==> src/rtl/raddr_pkg.sv <==
package raddr_pkg;

    typedef enum logic [1:0] {
        SEL_TOS = 2'd0,
        SEL_K   = 2'd1,
        SEL_N   = 2'd2,
        SEL_ARG = 2'd3
    } ptr_sel_e;

    typedef enum logic [2:0] {
        TOS_HOLD   = 3'd0,
        TOS_INC    = 3'd1,
        TOS_DEC    = 3'd2,
        TOS_LD_ARG = 3'd3,
        TOS_LD_N   = 3'd4
    } tos_act_e;

    typedef enum logic [2:0] {
        ARG_HOLD = 3'd0,
        ARG_DEC  = 3'd1,
        ARG_INC4 = 3'd2,
        ARG_CLR  = 3'd3,
        ARG_LD_N = 3'd4
    } arg_act_e;

    typedef enum logic [2:0] {
        D2_REG   = 3'd0,
        D2_IBUF  = 3'd1,
        D2_PCQ   = 3'd2,
        D2_OPC   = 3'd3,
        D2_CONST = 3'd4,
        D2_NONE  = 3'd7
    } d2_src_e;

endpackage

==> src/rtl/raddr_ptr_unit.sv <==
module raddr_ptr_unit
    import raddr_pkg::*;
#(
    parameter int AW       = 6,
    parameter int ARG_STEP = 4
) (
    input  logic          clk,
    input  logic          rst_n,
    input  logic [2:0]    tos_act,
    input  logic [2:0]    arg_act,
    input  logic [AW-1:0] n_opd,
    output logic [AW-1:0] tos_q,
    output logic [AW-1:0] arg_q,
    output logic [AW-1:0] tos_nx
);
    localparam logic [AW-1:0] ONE  = AW'(1);
    localparam logic [AW-1:0] STEP = AW'(ARG_STEP);

    logic [AW-1:0] arg_nx;

    always_comb begin
        tos_nx = tos_q;
        case (tos_act_e'(tos_act))
            TOS_INC:    tos_nx = tos_q + ONE;
            TOS_DEC:    tos_nx = tos_q - ONE;
            TOS_LD_ARG: tos_nx = arg_q;
            TOS_LD_N:   tos_nx = n_opd;
            default:    tos_nx = tos_q;
        endcase
    end

    always_comb begin
        arg_nx = arg_q;
        case (arg_act_e'(arg_act))
            ARG_DEC:  arg_nx = arg_q - ONE;
            ARG_INC4: arg_nx = arg_q + STEP;
            ARG_CLR:  arg_nx = '0;
            ARG_LD_N: arg_nx = n_opd;
            default:  arg_nx = arg_q;
        endcase
    end

    always_ff @(posedge clk or negedge rst_n) begin
        if (!rst_n) begin
            tos_q <= '0;
            arg_q <= '0;
        end else begin
            tos_q <= tos_nx;
            arg_q <= arg_nx;
        end
    end

    p_tos_inc_r5: assert property (@(posedge clk) disable iff (!rst_n)
        (tos_act == 3'd1) |=> (tos_q == $past(tos_q) + ONE));
    p_tos_dec_r5: assert property (@(posedge clk) disable iff (!rst_n)
        (tos_act == 3'd2) |=> (tos_q == $past(tos_q) - ONE));
    p_arg_inc4_r6: assert property (@(posedge clk) disable iff (!rst_n)
        (arg_act == 3'd2) |=> (arg_q == $past(arg_q) + STEP));
    p_arg_clr_r6: assert property (@(posedge clk) disable iff (!rst_n)
        (arg_act == 3'd3) |=> (arg_q == '0));

endmodule

==> src/rtl/raddr_sel_mux.sv <==
module raddr_sel_mux
    import raddr_pkg::*;
#(
    parameter int AW = 6
) (
    input  logic [1:0]    rd1_sel,
    input  logic [3:0]    rd2_sel,
    input  logic [1:0]    wr_sel,
    input  logic [AW-1:0] tos_q,
    input  logic [AW-1:0] arg_q,
    input  logic [AW-1:0] tos_nx,
    input  logic [AW-1:0] k_lo,
    input  logic [AW-1:0] n_opd,
    output logic [AW-1:0] rd1_log,
    output logic [AW-1:0] rd2_log,
    output logic [AW-1:0] wr_log,
    output logic [2:0]    d2_src,
    output logic [2:0]    d2_const
);
    always_comb begin
        case (ptr_sel_e'(rd1_sel))
            SEL_TOS: rd1_log = tos_q;
            SEL_K:   rd1_log = k_lo;
            SEL_N:   rd1_log = n_opd;
            default: rd1_log = arg_q;
        endcase
    end

    always_comb begin
        case (ptr_sel_e'(wr_sel))
            SEL_TOS: wr_log = tos_nx;
            SEL_K:   wr_log = k_lo;
            SEL_N:   wr_log = n_opd;
            default: wr_log = arg_q;
        endcase
    end

    always_comb begin
        rd2_log  = '0;
        d2_const = '0;
        d2_src   = D2_NONE;
        if (rd2_sel[3]) begin
            d2_src   = D2_CONST;
            d2_const = rd2_sel[2:0];
        end else begin
            case (rd2_sel[2:0])
                3'd0: begin d2_src = D2_REG; rd2_log = rd1_log - AW'(1); end
                3'd1: d2_src = D2_IBUF;
                3'd2: d2_src = D2_PCQ;
                3'd3: begin d2_src = D2_REG; rd2_log = tos_q; end
                3'd4: d2_src = D2_OPC;
                default: d2_src = D2_NONE;
            endcase
        end
    end

endmodule

==> src/rtl/raddr_bank_tag.sv <==
module raddr_bank_tag #(
    parameter int AW        = 6,
    parameter int TEMP_BASE = 48,
    parameter int TEMP_CNT  = 8
) (
    input  logic [AW-1:0] log_addr,
    input  logic          frame_sel,
    output logic [AW:0]   phys_addr
);
    localparam logic [AW:0] LO = (AW+1)'(TEMP_BASE);
    localparam logic [AW:0] HI = (AW+1)'(TEMP_BASE + TEMP_CNT);

    logic is_temp;

    always_comb begin
        is_temp   = ({1'b0, log_addr} >= LO) && ({1'b0, log_addr} < HI);
        phys_addr = {(frame_sel & ~is_temp), log_addr};
    end

endmodule

==> src/rtl/stack_raddr_unit.sv <==
module stack_raddr_unit
    import raddr_pkg::*;
#(
    parameter int AW        = 6,
    parameter int KW        = 8,
    parameter int ARG_STEP  = 4,
    parameter int TEMP_BASE = 48,
    parameter int TEMP_CNT  = 8
) (
    input  logic          clk,
    input  logic          rst_n,
    input  logic [1:0]    rd1_sel,
    input  logic [3:0]    rd2_sel,
    input  logic          swap_in,
    input  logic [1:0]    wr_sel,
    input  logic [2:0]    tos_act,
    input  logic [2:0]    arg_act,
    input  logic          wr_req,
    input  logic          cond_wr,
    input  logic          cond_true,
    input  logic          frame_sel,
    input  logic [KW-1:0] k_const,
    input  logic [AW-1:0] n_opd,
    output logic [AW:0]   rd1_addr,
    output logic [AW:0]   rd2_addr,
    output logic [2:0]    d2_src,
    output logic [2:0]    d2_const,
    output logic          opnd_swap,
    output logic [AW:0]   wr_addr,
    output logic          wr_en,
    output logic          arg_zero,
    output logic          arg_gt_tos
);
    localparam int NPORT = 3;

    logic [AW-1:0] tos_q, arg_q, tos_nx;
    logic [AW-1:0] log_addr [NPORT];
    logic [AW:0]   phys     [NPORT];
    logic [2:0]    d2_src_w;

    raddr_ptr_unit #(.AW(AW), .ARG_STEP(ARG_STEP)) u_ptr (
        .clk     (clk),
        .rst_n   (rst_n),
        .tos_act (tos_act),
        .arg_act (arg_act),
        .n_opd   (n_opd),
        .tos_q   (tos_q),
        .arg_q   (arg_q),
        .tos_nx  (tos_nx)
    );

    raddr_sel_mux #(.AW(AW)) u_mux (
        .rd1_sel  (rd1_sel),
        .rd2_sel  (rd2_sel),
        .wr_sel   (wr_sel),
        .tos_q    (tos_q),
        .arg_q    (arg_q),
        .tos_nx   (tos_nx),
        .k_lo     (k_const[AW-1:0]),
        .n_opd    (n_opd),
        .rd1_log  (log_addr[0]),
        .rd2_log  (log_addr[1]),
        .wr_log   (log_addr[2]),
        .d2_src   (d2_src_w),
        .d2_const (d2_const)
    );

    for (genvar gi = 0; gi < NPORT; gi++) begin : g_tag
        raddr_bank_tag #(.AW(AW), .TEMP_BASE(TEMP_BASE), .TEMP_CNT(TEMP_CNT)) u_tag (
            .log_addr  (log_addr[gi]),
            .frame_sel (frame_sel),
            .phys_addr (phys[gi])
        );
    end

    always_comb begin
        rd1_addr   = phys[0];
        rd2_addr   = (d2_src_w == D2_REG) ? phys[1] : '0;
        wr_addr    = phys[2];
        d2_src     = d2_src_w;
        opnd_swap  = swap_in;
        wr_en      = wr_req & (~cond_wr | cond_true);
        arg_zero   = (arg_q == '0);
        arg_gt_tos = (arg_q > tos_q);
    end

    p_wr_gate_r8: assert property (@(posedge clk) disable iff (!rst_n)
        (cond_wr && !cond_true) |-> !wr_en);
    p_wr_newtos_r4: assert property (@(posedge clk) disable iff (!rst_n)
        (wr_sel == 2'd0) |=> (tos_q == $past(wr_addr[AW-1:0])));
    p_temp_bank_r9: assert property (@(posedge clk) disable iff (!rst_n)
        (wr_addr[AW-1:0] >= AW'(TEMP_BASE) && wr_addr[AW-1:0] < AW'(TEMP_BASE + TEMP_CNT))
        |-> !wr_addr[AW]);
    p_rd2_idle_r3: assert property (@(posedge clk) disable iff (!rst_n)
        (d2_src != 3'd0) |-> (rd2_addr == '0));

endmodule

==> config.mk <==
export PLATFORM = sky130hd
export DESIGN_NAME = stack_raddr_unit
export DESIGN_NICKNAME = d
export VERILOG_FILES = /design/src/rtl/raddr_pkg.sv /design/src/rtl/raddr_ptr_unit.sv /design/src/rtl/raddr_sel_mux.sv /design/src/rtl/raddr_bank_tag.sv /design/src/rtl/stack_raddr_unit.sv
export SDC_FILE = /design/constraint.sdc
export NUM_CORES = 1
export LEC_CHECK = 0
export ABC_AREA = 0
export ABC_CLOCK_PERIOD_IN_PS = 3600
export BUFFER_PORTS_ARGS = -buffer_cell sky130_fd_sc_hd__buf_4
export CAP_MARGIN = 30
export CORE_MARGIN = 2
export CORE_UTILIZATION = 48
export DETAILED_ROUTE_END_ITERATION = 16
export PLACE_DENSITY = 0.78
export REMOVE_ABC_BUFFERS = 1
export SYNTH_ARGS = -nofsm -noshare
export SYNTH_HDL_FRONTEND = slang
export SYNTH_SLANG_ARGS = --single-unit
export TNS_END_PERCENT = 50
==> constraint.sdc <==
create_clock -name clk -period 3.6 [get_ports clk]
set_input_delay 0.36 -clock clk [delete_from_list [all_inputs] [get_ports clk]]
set_output_delay 0.36 -clock clk [all_outputs]
set_load 0.005 [all_outputs]
== After elaboration in Yosys (flattened, before gate mapping) ==
Cells that the tools add are included.

* Bits in registers: 12
* Bits in latches: 0
* Bits in writable memories: 0
* ROM bits: 0
* Bits of input ports: 35
* Output and inout port bits: 31
* Logic and storage cells: 59
* Memories kept: 0

* $add $sub $neg: 5
* Multiply operators: 0
* Div/mod/pow operators: 0
* Magnitude comparators: 7
* Equal/unequal tests: 16
* Shifts and indexed selects: 0
* Mux-type cells: 10
* Bitwise gates (word level): 9
* Reduce and logical (&&, ||, !) cells: 10

{| class="wikitable"
|+ Operators by type and width
! operator !! number
|-
| one-hot mux 6 bit (4 select lines) || 2
|-
| one-hot mux 6 bit (3 select lines) || 2
|-
| equality test 3 x 2 -> 1 bit, second input constant || 6
|-
| >= comparator 6 bit, second input constant || 3
|-
| less-than comparator 6 bit, second input constant || 3
|-
| subtractor 6 x 1 -> 6 bit, second input constant || 3
|-
| one-hot mux 3 bit (4 select lines) || 1
|-
| one-hot mux 6 bit (2 select lines) || 1
|-
| equality test 3 x 1 -> 1 bit, second input constant || 3
|-
| equality test 3 bit, second input constant || 3
|-
| two-way mux 7 bit || 1
|-
| adder 6 x 1 -> 6 bit, second input constant || 1
|-
| adder 6 x 3 -> 6 bit, second input constant || 1
|-
| > comparator 6 bit || 1
|-
| zero test 3 bit || 2
|-
| zero test 6 bit || 1
|-
| two-way mux 3 bit || 2
|-
| two-way mux 6 bit || 1
|-
| AND 1 bit || 4
|-
| equality test 2 x 1 -> 1 bit, second input constant || 2
|-
| equality test 2 bit, second input constant || 2
|-
| zero test 2 bit || 2
|-
| inverter 1 bit || 4
|-
| nonzero test 4 bit || 1
|-
| other kinds (3) || 5
|}

== Depth between registers and ports, before layout ==
Gate-level depths: netlist of run 1.

* Word-level depth: 10
* Depth in mapped cells: 10
* Mapped depth without buffers: 9

== Hierarchy ==
From an unflattened synthesis of run 1, not the netlist that was laid out.

* Cell total of the unflattened synthesis: 275
* Area, all modules: 2250.9 um2

{| class="wikitable"
|+ Modules (own cells, without submodules)
! module !! instances !! cells each !! area an instance (um2) !! sequential area each (um2)
|-
| raddr_ptr_unit || 1 || 162 || 1295.0 || 300.3
|-
| raddr_sel_mux || 1 || 56 || 545.5 || 0.0
|-
| stack_raddr_unit || 1 || 33 || 241.5 || 0.0
|-
| raddr_bank_tag || 3 || 8 || 56.3 || 0.0
|}

== Worst setup path after synthesis of run 1 ==
OpenSTA, ideal clock, no wires.

* Kind: input to output
* Start point: input port tos_act[2]
* End point: output port wr_addr[6]
* Data arrival time: 2.453 ns
* Required time: 3.240 ns
* Path slack: 0.787 ns
* Cell stages on the path: 7
* Cells stage by stage: or3b_1 > clkbuf_1 > or4_1 > and3_1 > o31a_1 > mux4_2 > a41oi_2

* Longest elaborated chain between the ends: 7
* Elaborated cells on any way between the ends: 11

{| class="wikitable"
|+ RTL lines
! element !! RTL line !! source
|-
| from (decl) || stack_raddr_unit.sv:16 || <nowiki>input logic [2:0] tos_act,</nowiki>
|-
| equality test 3 bit, or another cell as far along || raddr_ptr_unit.sv:23 || <nowiki>case (tos_act_e'(tos_act))</nowiki>
|-
| one-hot mux 6 bit (4 select lines) * || raddr_ptr_unit.sv:23 ||
|-
| named net tos_nx[5] || stack_raddr_unit.sv:36 || <nowiki>logic [AW-1:0] tos_q, arg_q, tos_nx;</nowiki>
|-
| one-hot mux 6 bit (3 select lines) * || raddr_sel_mux.sv:30 || <nowiki>case (ptr_sel_e'(wr_sel))</nowiki>
|-
| named net wr_addr[5] || stack_raddr_unit.sv:29 || <nowiki>output logic [AW:0] wr_addr,</nowiki>
|-
| >= comparator 6 bit / less-than comparator 6 bit (equally long branches) || raddr_bank_tag.sv:16 || <nowiki>is_temp = ({1'b0, log_addr} >= LO) && ({1'b0, log_addr} < HI);</nowiki>
|-
| logical AND 1 bit * || raddr_bank_tag.sv:16 ||
|-
| inverter 1 bit * || raddr_bank_tag.sv:17 || <nowiki>phys_addr = {(frame_sel & ~is_temp), log_addr};</nowiki>
|-
| AND 1 bit * || raddr_bank_tag.sv:17 ||
|-
| to (decl) || stack_raddr_unit.sv:29 ||
|}

The timed path passes the listed nets; every way through them passes the cells marked *.

== Worst setup path in the final report of run 1 ==
* Start point: register u_ptr.tos_q[3]
* End point: output port wr_addr[6]

* Longest elaborated chain between the ends: 7
* Elaborated cells on any way between the ends: 9

{| class="wikitable"
|+ RTL lines
! element !! RTL line !! source
|-
| from (decl) || raddr_ptr_unit.sv:12 || <nowiki>output logic [AW-1:0] tos_q,</nowiki>
|-
| from (signal assigned) || raddr_ptr_unit.sv:48 || <nowiki>tos_q <= tos_nx;</nowiki>
|-
| subtractor 6 x 1 -> 6 bit / adder 6 x 1 -> 6 bit (equally long branches) || raddr_ptr_unit.sv:25, raddr_ptr_unit.sv:24 ||
|-
| one-hot mux 6 bit (4 select lines) * || raddr_ptr_unit.sv:23 ||
|-
| named net tos_nx[5] || stack_raddr_unit.sv:36 ||
|-
| one-hot mux 6 bit (3 select lines) * || raddr_sel_mux.sv:30 ||
|-
| >= comparator 6 bit / less-than comparator 6 bit (equally long branches) || raddr_bank_tag.sv:16 ||
|-
| logical AND 1 bit * || raddr_bank_tag.sv:16 ||
|-
| inverter 1 bit * || raddr_bank_tag.sv:17 ||
|-
| AND 1 bit * || raddr_bank_tag.sv:17 ||
|}

Marked as above.

==> results of run 1 <==
==> power by group <==
| group | leakage [nW] | total [mW] | internal [mW] | switching (mW) |
|---|---|---|---|---|
| Combinational | 0.964 | 0.519 | 0.262 | 0.257 |
| Clock | 0.0288 | 0.150 | 0.0966 | 0.0529 |
| Sequential | 0.141 | 0.234 | 0.163 | 0.0707 |
| Total | 1.13 | 0.902 | 0.522 | 0.380 |
==> cell type report <==
cell class	instances	share of cell area (%)
timing repair buffer	65	19.7
clock buffer	4	2.22
inverter	22	3.32
multi-input combinational	204	60.1
tap	50	2.52
sequential	12	12.1
==> per-stage QoR <==
step | hold WS (ns) | utilization (%) | cell area, µm² | std cells | total power [mW]
detailed placement | 0.210 | 61.3 | 2420 | 352 | 0.745
finish | 0.420 | 63.0 | 2480 | 357 | 0.902
global placement | 0.208 | 61.3 | 2420 | 352 | 0.733
global route | 0.422 | 63.0 | 2480 | 357 | 0.975
CTS | 0.413 | 63.0 | 2480 | 357 | 0.899
floorplan | 0.0644 | - | 1880 | 238 | 0.524
==> flip-flops by register name, summed over array words and instances (netlist names) <==
register     cells
u_ptr.arg_q      6
u_ptr.tos_q      6
==> cells in the mapped netlist (all sizes together) (7+ instances only) <==
master	number	area (µm²)
a21oi	17	85.1
a31oi	7	43.8
clkbuf	18	67.6
dfrtp	12	300
ha	12	150
inv	22	82.6
mux2i	7	70.1
mux4	10	225
nand2	21	78.8
nor2	26	97.6
nor3	8	40.0
o21ai	14	70.1
==> routing by layer <==
metal / vias to the layer above / routed length, µm / GRT usage [%]
li1: 1038 / - / -
met1: 1007 / 2340 / 34.7
met2: 129 / 2810 / 45.8
met3: 17 / 614 / 4.00
met4: 0 / 101 / 6.89
met5: - / 0 / 0
==> kinds of logic (layout without fill, tap and decap cells) <==
group / after synthesis / in the layout
AO/OA/AOI/OAI: 76 / 76
AND/OR/NAND/NOR: 88 / 88
multiplexers: 17 / 17
adder cells (fa/ha/maj): 12 / 12
buffers and inverters: 41 / 91
XOR/XNOR: 11 / 11
flip-flops: 12 / 12
==> how the worst min path moves through the flow <==
stage	to	depth (start not counted)	slack, ns
2_1_floorplan	u_ptr.arg_q[0]	0	0.06
3_3_place_gp	u_ptr.tos_q[3]	1	0.21
3_5_place_dp	u_ptr.tos_q[5]	1	0.21
4_1_cts	u_ptr.arg_q[3]	3	0.41
5_1_grt	u_ptr.arg_q[4]	2	0.42
6_report	u_ptr.arg_q[3]	3	0.42
==> worst max-delay path: stages (launching register included) <==
cell,delay [ns]
dfrtp_1,0.49
or3_1,0.48
or4_1,0.44
and3_1,0.20
o31a_1,0.26
mux4_2,0.49
a41oi_2,0.22
buf_4,0.14
==> timing repair <==
| action | in CTS | in global routing |
|---|---|---|
| endpoints found under the setup margin | 0 | 0 |
| hold endpoints to repair | 12 | 0 |
| buffers inserted | 0 | 0 |
| hold buffers | 1 | 0 |
==> metrics.yaml, run 1 <==
async_reset_ff_share_pct: 100
crit_path_end: "wr_addr[6]"
die_w_um: 67.7
ios: 66
peakVddDrop_mv: 0.171
syn_inst: 257
min_period_ns: 3.31
gp_congestion: 0.895
grt-ovfl-total: 0
hpwlAfterDp_mm: 4.49
cts_sinks: 12
yosysWarningCount: 0
multi_input_comb_area_um2: 1490
synth_fa_ha_area_share_pct: 7.70
worst_slew_margin_rel_pct: 67.2
fin_nets: 355
ys_seq_elements: 12
cts-root-buf: "clkbuf_8"
numCtsBuffers: 3
synthMuxAreaShare_pct: 15.1
max_freq_mhz: 302
cp_data_arrival_time_ns: 2.95
synth_edf_count: 0
wl_per_cell_um: 16.4
fillerInstances: 347
ff_latch_area_um2: 300
tightest_slew_ns: 0.488
cts_resized: 0
dieArea_um2: 4590
first_global_vias: 1954
drtPass1Iterations: 5
synth_area_um2: 1950
r2r_slack_ns: 1.53
clk_pin_slew_ns: 0.06
clock_latency_ns: 0.24
syn_to_final_growth_pct: 27.3
slew_viol_final: 0
r2r_start: "u_ptr.tos_q[1]"
yosys.area_share.simple_pct: 22.2
skew_ns: 0.00253
worstSetupStartpointType: "flop"
path_class: "flop to primary output"
cts-htree-levels: 1
fin_ws_ns: 0.291
die_y_um: 67.7
post_drt_via_cell_ratio: 6.14
grt_max_degree: 20
crit_path_start: "u_ptr.tos_q[3]"
synth_top_family_by_area: "compound AO/OA/AOI/OAI gates"
clock_path_buffers: 2
antenna_found_initial: 0
rows: 23
leakage_nw: 1.13
n_antenna_cell: 0
drtAntennaViolNets: 0
final_hold_viol_count: 0
hp-start: "n_opd[3]"
routed_wl_mm: 5.87
synthXorXnorAreaFrac_pct: 4.94
yosysUniqueCellTypes: 52
max_cap_viol_count: 0
track_usage_pct: 26.7
cts_tree: "built"
yosysSeqAreaShare_pct: 15.4
dpl_worst_slack_ns: 0.430
start_util_pct: 49.5
run_status: "finished clean"
synth-main-ff-cell: "dfrtp_1"
portBuffers: 61
cp_max_fo: 8
mostFrequentLayoutCell: "buf_4"
grt_first_pass_wirelength_mm: 9.30
end_kind: "primary output"
routed-via-count: 2191
post-route-drc-count: 0
regToRegEndpoint: "u_ptr.tos_q[4]"
fin_setup_tns_ns: 0
cp.required_ns: 3.24
drt_iter0_drc: 154
power_density_nw_per_um2: 363
fp.coreArea_um2: 3940
drive_gt1_share_pct: 27.4
timing.final.crit_share_pct: 91.9
worstRegToRegCells: 8
syn_area_per_cell_um2: 7.59
setup_viol: 0
final_cell_mix: "buf_4, nor2_1, inv_1"
holdCritPathClass: "input port to flop"
synth_compound_area_share_pct: 26.6
rsz0062_at_grt: "no"
Power figures use the tool's default switching activity.
==> inputs of run 2 (changes only) <==
- CORE_UTILIZATION: 48 -> 52
- PLACE_DENSITY: 0.78 -> 0.83
==> metrics.yaml, run 2 (synthesized netlist as in run 1, its figures left out) <==
run_status: "finished clean"
cp_max_fo: 16
cts-root-buf: "clkbuf_8"
holdCritPathClass: "input port to flop"
power_density_nw_per_um2: 364
n_antenna_cell: 0
tightest_slew_ns: 0.427
antenna_found_initial: 0
crit_chain: "buf_4 > or3b_1 > xnor2_1 > ha_1 > and2_1 > o21ai_0 > a211oi_1 > o21bai_1 > o2bb2ai_1 > mux4_2 > buf_4"
rsz0062_at_grt: "no"
leakage_nw: 1.13
cts_resized: 0
slew_viol_final: 0
instances_no_fill: 355
skew_ns: 0.00132
final_core_util_pct: 68.3
post-route-drc-count: 0
final_hold_viol_count: 0
wl_per_cell_um: 16.4
hpwlAfterDp_mm: 4.49
start_util_pct: 53.7
p_total_uw: 904
ios: 66
cp_data_arrival_time_ns: 2.87
post_drt_via_cell_ratio: 6.33
grt-ovfl-total: 0
worstSetupStartpointType: "input port"
fin_nets: 355
grt_max_degree: 20
p_int_uw: 520
cp_common_cell: "buf_4"
end_kind: "primary output"
routed-via-count: 2246
pwr-share-clk_pct: 17.6
timing.final.crit_share_pct: 89.8
whs_ns: 0.405
worst_slew_margin_rel_pct: 71.3
top_regs: "u_ptr.arg_q: 6 flops, u_ptr.tos_q: 6 flops"
slowest_stage: "or3b_1"
drt_iter0_drc: 178
cts_sinks: 12
clock_latency_ns: 0.25
clock_path_buffers: 2
portBuffers: 61
cp.required_ns: 3.24
crit_path_max_incr_delay_ns: 0.47
drtPass1Iterations: 6
max_freq_mhz: 309
power_frac_seq_pct: 26.4
clk_pin_slew_ns: 0.06
setup_viol: 0
grt_first_pass_wirelength_mm: 9.81
first_global_vias: 2087
die_w_um: 65.2
drive_gt1_share_pct: 27.4
die_y_um: 65.2
dp.cells: 350
gp_congestion: 0.929
dieArea_um2: 4260
final_cell_mix: "buf_4, nor2_1, inv_1"
switching_share_pct: 42.5
path_class: "input port to primary output"
cts_tree: "built"
fp.coreArea_um2: 3630
rows: 22
min_period_ns: 3.23
routed_wl_mm: 5.84
switchingPower_uw: 384
drtAntennaViolNets: 0
fin_setup_tns_ns: 0
max_cap_viol_count: 0
cts-htree-levels: 1
p_comb_share_pct: 56.0
syn_to_final_growth_pct: 27.2
numCtsBuffers: 3
mostFrequentLayoutCell: "buf_4"
track_usage_pct: 29.2
fillerInstances: 308
peakVddDrop_mv: 0.182
==> run 2: final cells by class <==
class / instances / area, µm² / area share [%]
multi-input combinational: 204 / 1490 / 60.2
timing repair buffer: 65 / 490 / 19.8
sequential: 12 / 300 / 12.1
inverter: 22 / 82.6 / 3.33
tap: 48 / 60.1 / 2.42
clock buffer: 4 / 55.1 / 2.22
==> run 2: what timing repair did <==
| item | CTS | global route |
|---|---|---|
| hold buffers | 1 | 0 |
| setup buffers | 0 | 0 |
| hold endpoints to repair | 12 | 0 |
==> run 2: layer usage <==
layer	GRT usage, %	up-vias	wire [µm]
li1	-	1039	-
met4	5.47	0	132
met2	49.0	148	2760
met3	6.34	15	581
met1	39.0	1044	2360
met5	0	-	0
==> run 2: power groups by stage <==
stage	clock [mW]	sequential (mW)	combinational (mW)
floorplan	0	0.216	0.307
global placement	0	0.237	0.484
detailed placement	0	0.237	0.497
CTS	0.158	0.235	0.501
global route	0.167	0.245	0.559
finish	0.159	0.239	0.507
==> run 2: critical path: cells and delay by family <==
family                   cells  cell delay (ns)
AO/OA/AOI/OAI                4             0.64
multiplexers                 1             0.46
adder cells (fa/ha/maj)      1             0.27
buffers and inverters        2             0.32
AND/OR/NAND/NOR              2             0.65
XOR/XNOR                     1             0.16
==> run 2: worst paths after layout <==
path,start,to,slack [ns],depth (start not counted)
hold / removal,n_opd[3],u_ptr.arg_q[3],0.41,3
setup / recovery,tos_act[2],wr_addr[2],0.37,11
max in group asynchronous,rst_n,u_ptr.arg_q[3],2.93,2
setup reg to reg,u_ptr.tos_q[1],u_ptr.tos_q[2],1.64,7
hold reg to reg,u_ptr.arg_q[2],u_ptr.arg_q[2],0.72,2
min in group asynchronous,rst_n,u_ptr.tos_q[4],0.50,2
==> run 2: stage by stage <==
step	cell area [µm²]	setup WS, ns
2_1_floorplan	1880	0.834
3_3_place_gp	2420	0.483
3_5_place_dp	2420	0.433
4_1_cts	2480	0.430
5_1_grt	2480	0.203
6_report	2480	0.366
==> inputs of run 3 (changes only) <==
- ABC_CLOCK_PERIOD_IN_PS: 3600 -> 3100
- CAP_MARGIN: 30 -> 15
- clock period: 3.6 -> 3.1 ns (I/O delays scaled with it)
==> metrics.yaml, run 3 (synthesized netlist as in run 1, its figures left out) <==
clock_latency_ns: 0.25
hpwlAfterDp_mm: 4.60
drt_iter0_drc: 146
r2r_start: "u_ptr.tos_q[1]"
timing.final.crit_share_pct: 97.5
ios: 66
grt_max_degree: 20
dpl_worst_slack_ns: 0.108
numCtsBuffers: 3
cts_sinks: 12
final_hold_viol_count: 0
worst_slew_margin_rel_pct: 70.0
cp_data_arrival_time_ns: 2.71
fillerInstances: 321
cp_max_fo: 2
fin_ws_ns: 0.0773
first_global_vias: 2060
r2r_slack_ns: 1.12
run_status: "finished clean"
leakage_nw: 1.16
max_cap_viol_count: 0
setup_viol: 0
instances_no_fill: 361
fin_nets: 361
drtAntennaViolNets: 0
top_regs: "u_ptr.arg_q: 6 flops, u_ptr.tos_q: 6 flops"
holdCritPathClass: "input port to flop"
skew_ns: 0.00587
ff_latch_area_um2: 300
drive_gt1_share_pct: 29.1
post-cts-setup-buffers: 0
wl_per_cell_um: 16.2
start_util_pct: 53.7
routed-via-count: 2203
cts-htree-levels: 1
fp.coreArea_um2: 3630
clk_pin_slew_ns: 0.06
grt_first_pass_wirelength_mm: 9.50
path_class: "flop to primary output"
worstRegToRegCells: 9
dieArea_um2: 4260
gp_congestion: 0.953
worstSetupStartpointType: "flop"
post_drt_via_cell_ratio: 6.10
syn_to_final_growth_pct: 29.8
tightest_slew_ns: 0.449
multi_input_comb_area_um2: 1500
n_antenna_cell: 0
cts_tree: "built"
cts-root-buf: "clkbuf_8"
routed_wl_mm: 5.84
dp.cells: 356
portBuffers: 61
die_y_um: 65.2
crit_path_start: "u_ptr.tos_q[3]"
drtPass1Iterations: 4
track_usage_pct: 28.2
end_kind: "primary output"
p_total_mw: 1.07
regToRegEndpoint: "u_ptr.tos_q[4]"
crit_path_end: "wr_addr[6]"
power_density_nw_per_um2: 421
rows: 22
grt-ovfl-total: 0
antenna_found_initial: 0
mostFrequentLayoutCell: "buf_4"
cp.required_ns: 2.79
max_freq_mhz: 331
fin_setup_tns_ns: 0
slew_viol_final: 0
final_cell_mix: "buf_4, nor2_1, inv_1"
clock_path_buffers: 2
min_period_ns: 3.02
rsz0062_at_grt: "no"
post-route-drc-count: 0
peakVddDrop_mv: 0.182
die_w_um: 65.2
run 3: cell types whose count changed in the layout (fill, tap and decap cells not counted), sizes merged:
cell and delta:
buf +6
run 3: critical path: stages, from the launching register on:
cell and delay [ns]:
dfrtp_1 0.38, or3_4 0.40, or4_1 0.43, and3_1 0.20
o31a_1 0.26, mux4_2 0.48, a41oi_2 0.20, buf_4 0.13
run 3: cell type report:
type	count	area share [%]
Tap cell	48	2.37
Timing Repair Buffer	71	21.2
Sequential cell	12	11.9
Multi-Input combinational cell	204	59.2
Inverter	22	3.26
Clock buffer	4	2.17
run 3: metal layers:
layer	wire, µm	GRT usage (%)	up-vias
met5	0	0	-
met4	124	9.90	0
met3	625	5.65	15
met2	2740	49.4	118
li1	-	-	1054
met1	2350	34.4	1016
run 3: how the worst min path moves through the flow:
stage	depth (start not counted)	endpoint	start
6_report	2	u_ptr.arg_q[4]	arg_act[1]
5_1_grt	3	u_ptr.arg_q[1]	n_opd[1]
4_1_cts	3	u_ptr.arg_q[1]	n_opd[1]
3_5_place_dp	1	u_ptr.tos_q[5]	rst_n
3_3_place_gp	1	u_ptr.tos_q[4]	rst_n
2_1_floorplan	0	u_ptr.arg_q[0]	rst_n
run 3: power by group:
| group | internal [mW] | total, mW | switching (mW) | leakage, nW |
|---|---|---|---|---|
| registers | 0.190 | 0.257 | 0.0664 | 0.141 |
| logic | 0.323 | 0.632 | 0.309 | 0.994 |
| clock network | 0.113 | 0.178 | 0.0652 | 0.0288 |
run 3: timing repair:
action                                  CTS  global route
hold buffers                              1             0
endpoints found under the setup margin    0             2
endpoints found under the hold margin    12             0
gates resized for setup                   0             2
run 3: per-stage QoR:
| stage | instance area, µm² | hold slack, ns | util [%] |
|---|---|---|---|
| 3_3_place_gp | 2460 | 0.156 | 67.7 |
| 3_5_place_dp | 2460 | 0.159 | 67.7 |
| 6_report | 2530 | 0.368 | 69.7 |
| 4_1_cts | 2530 | 0.365 | 69.5 |
| 5_1_grt | 2530 | 0.364 | 69.7 |
| 2_1_floorplan | 1880 | 0.0144 | - |
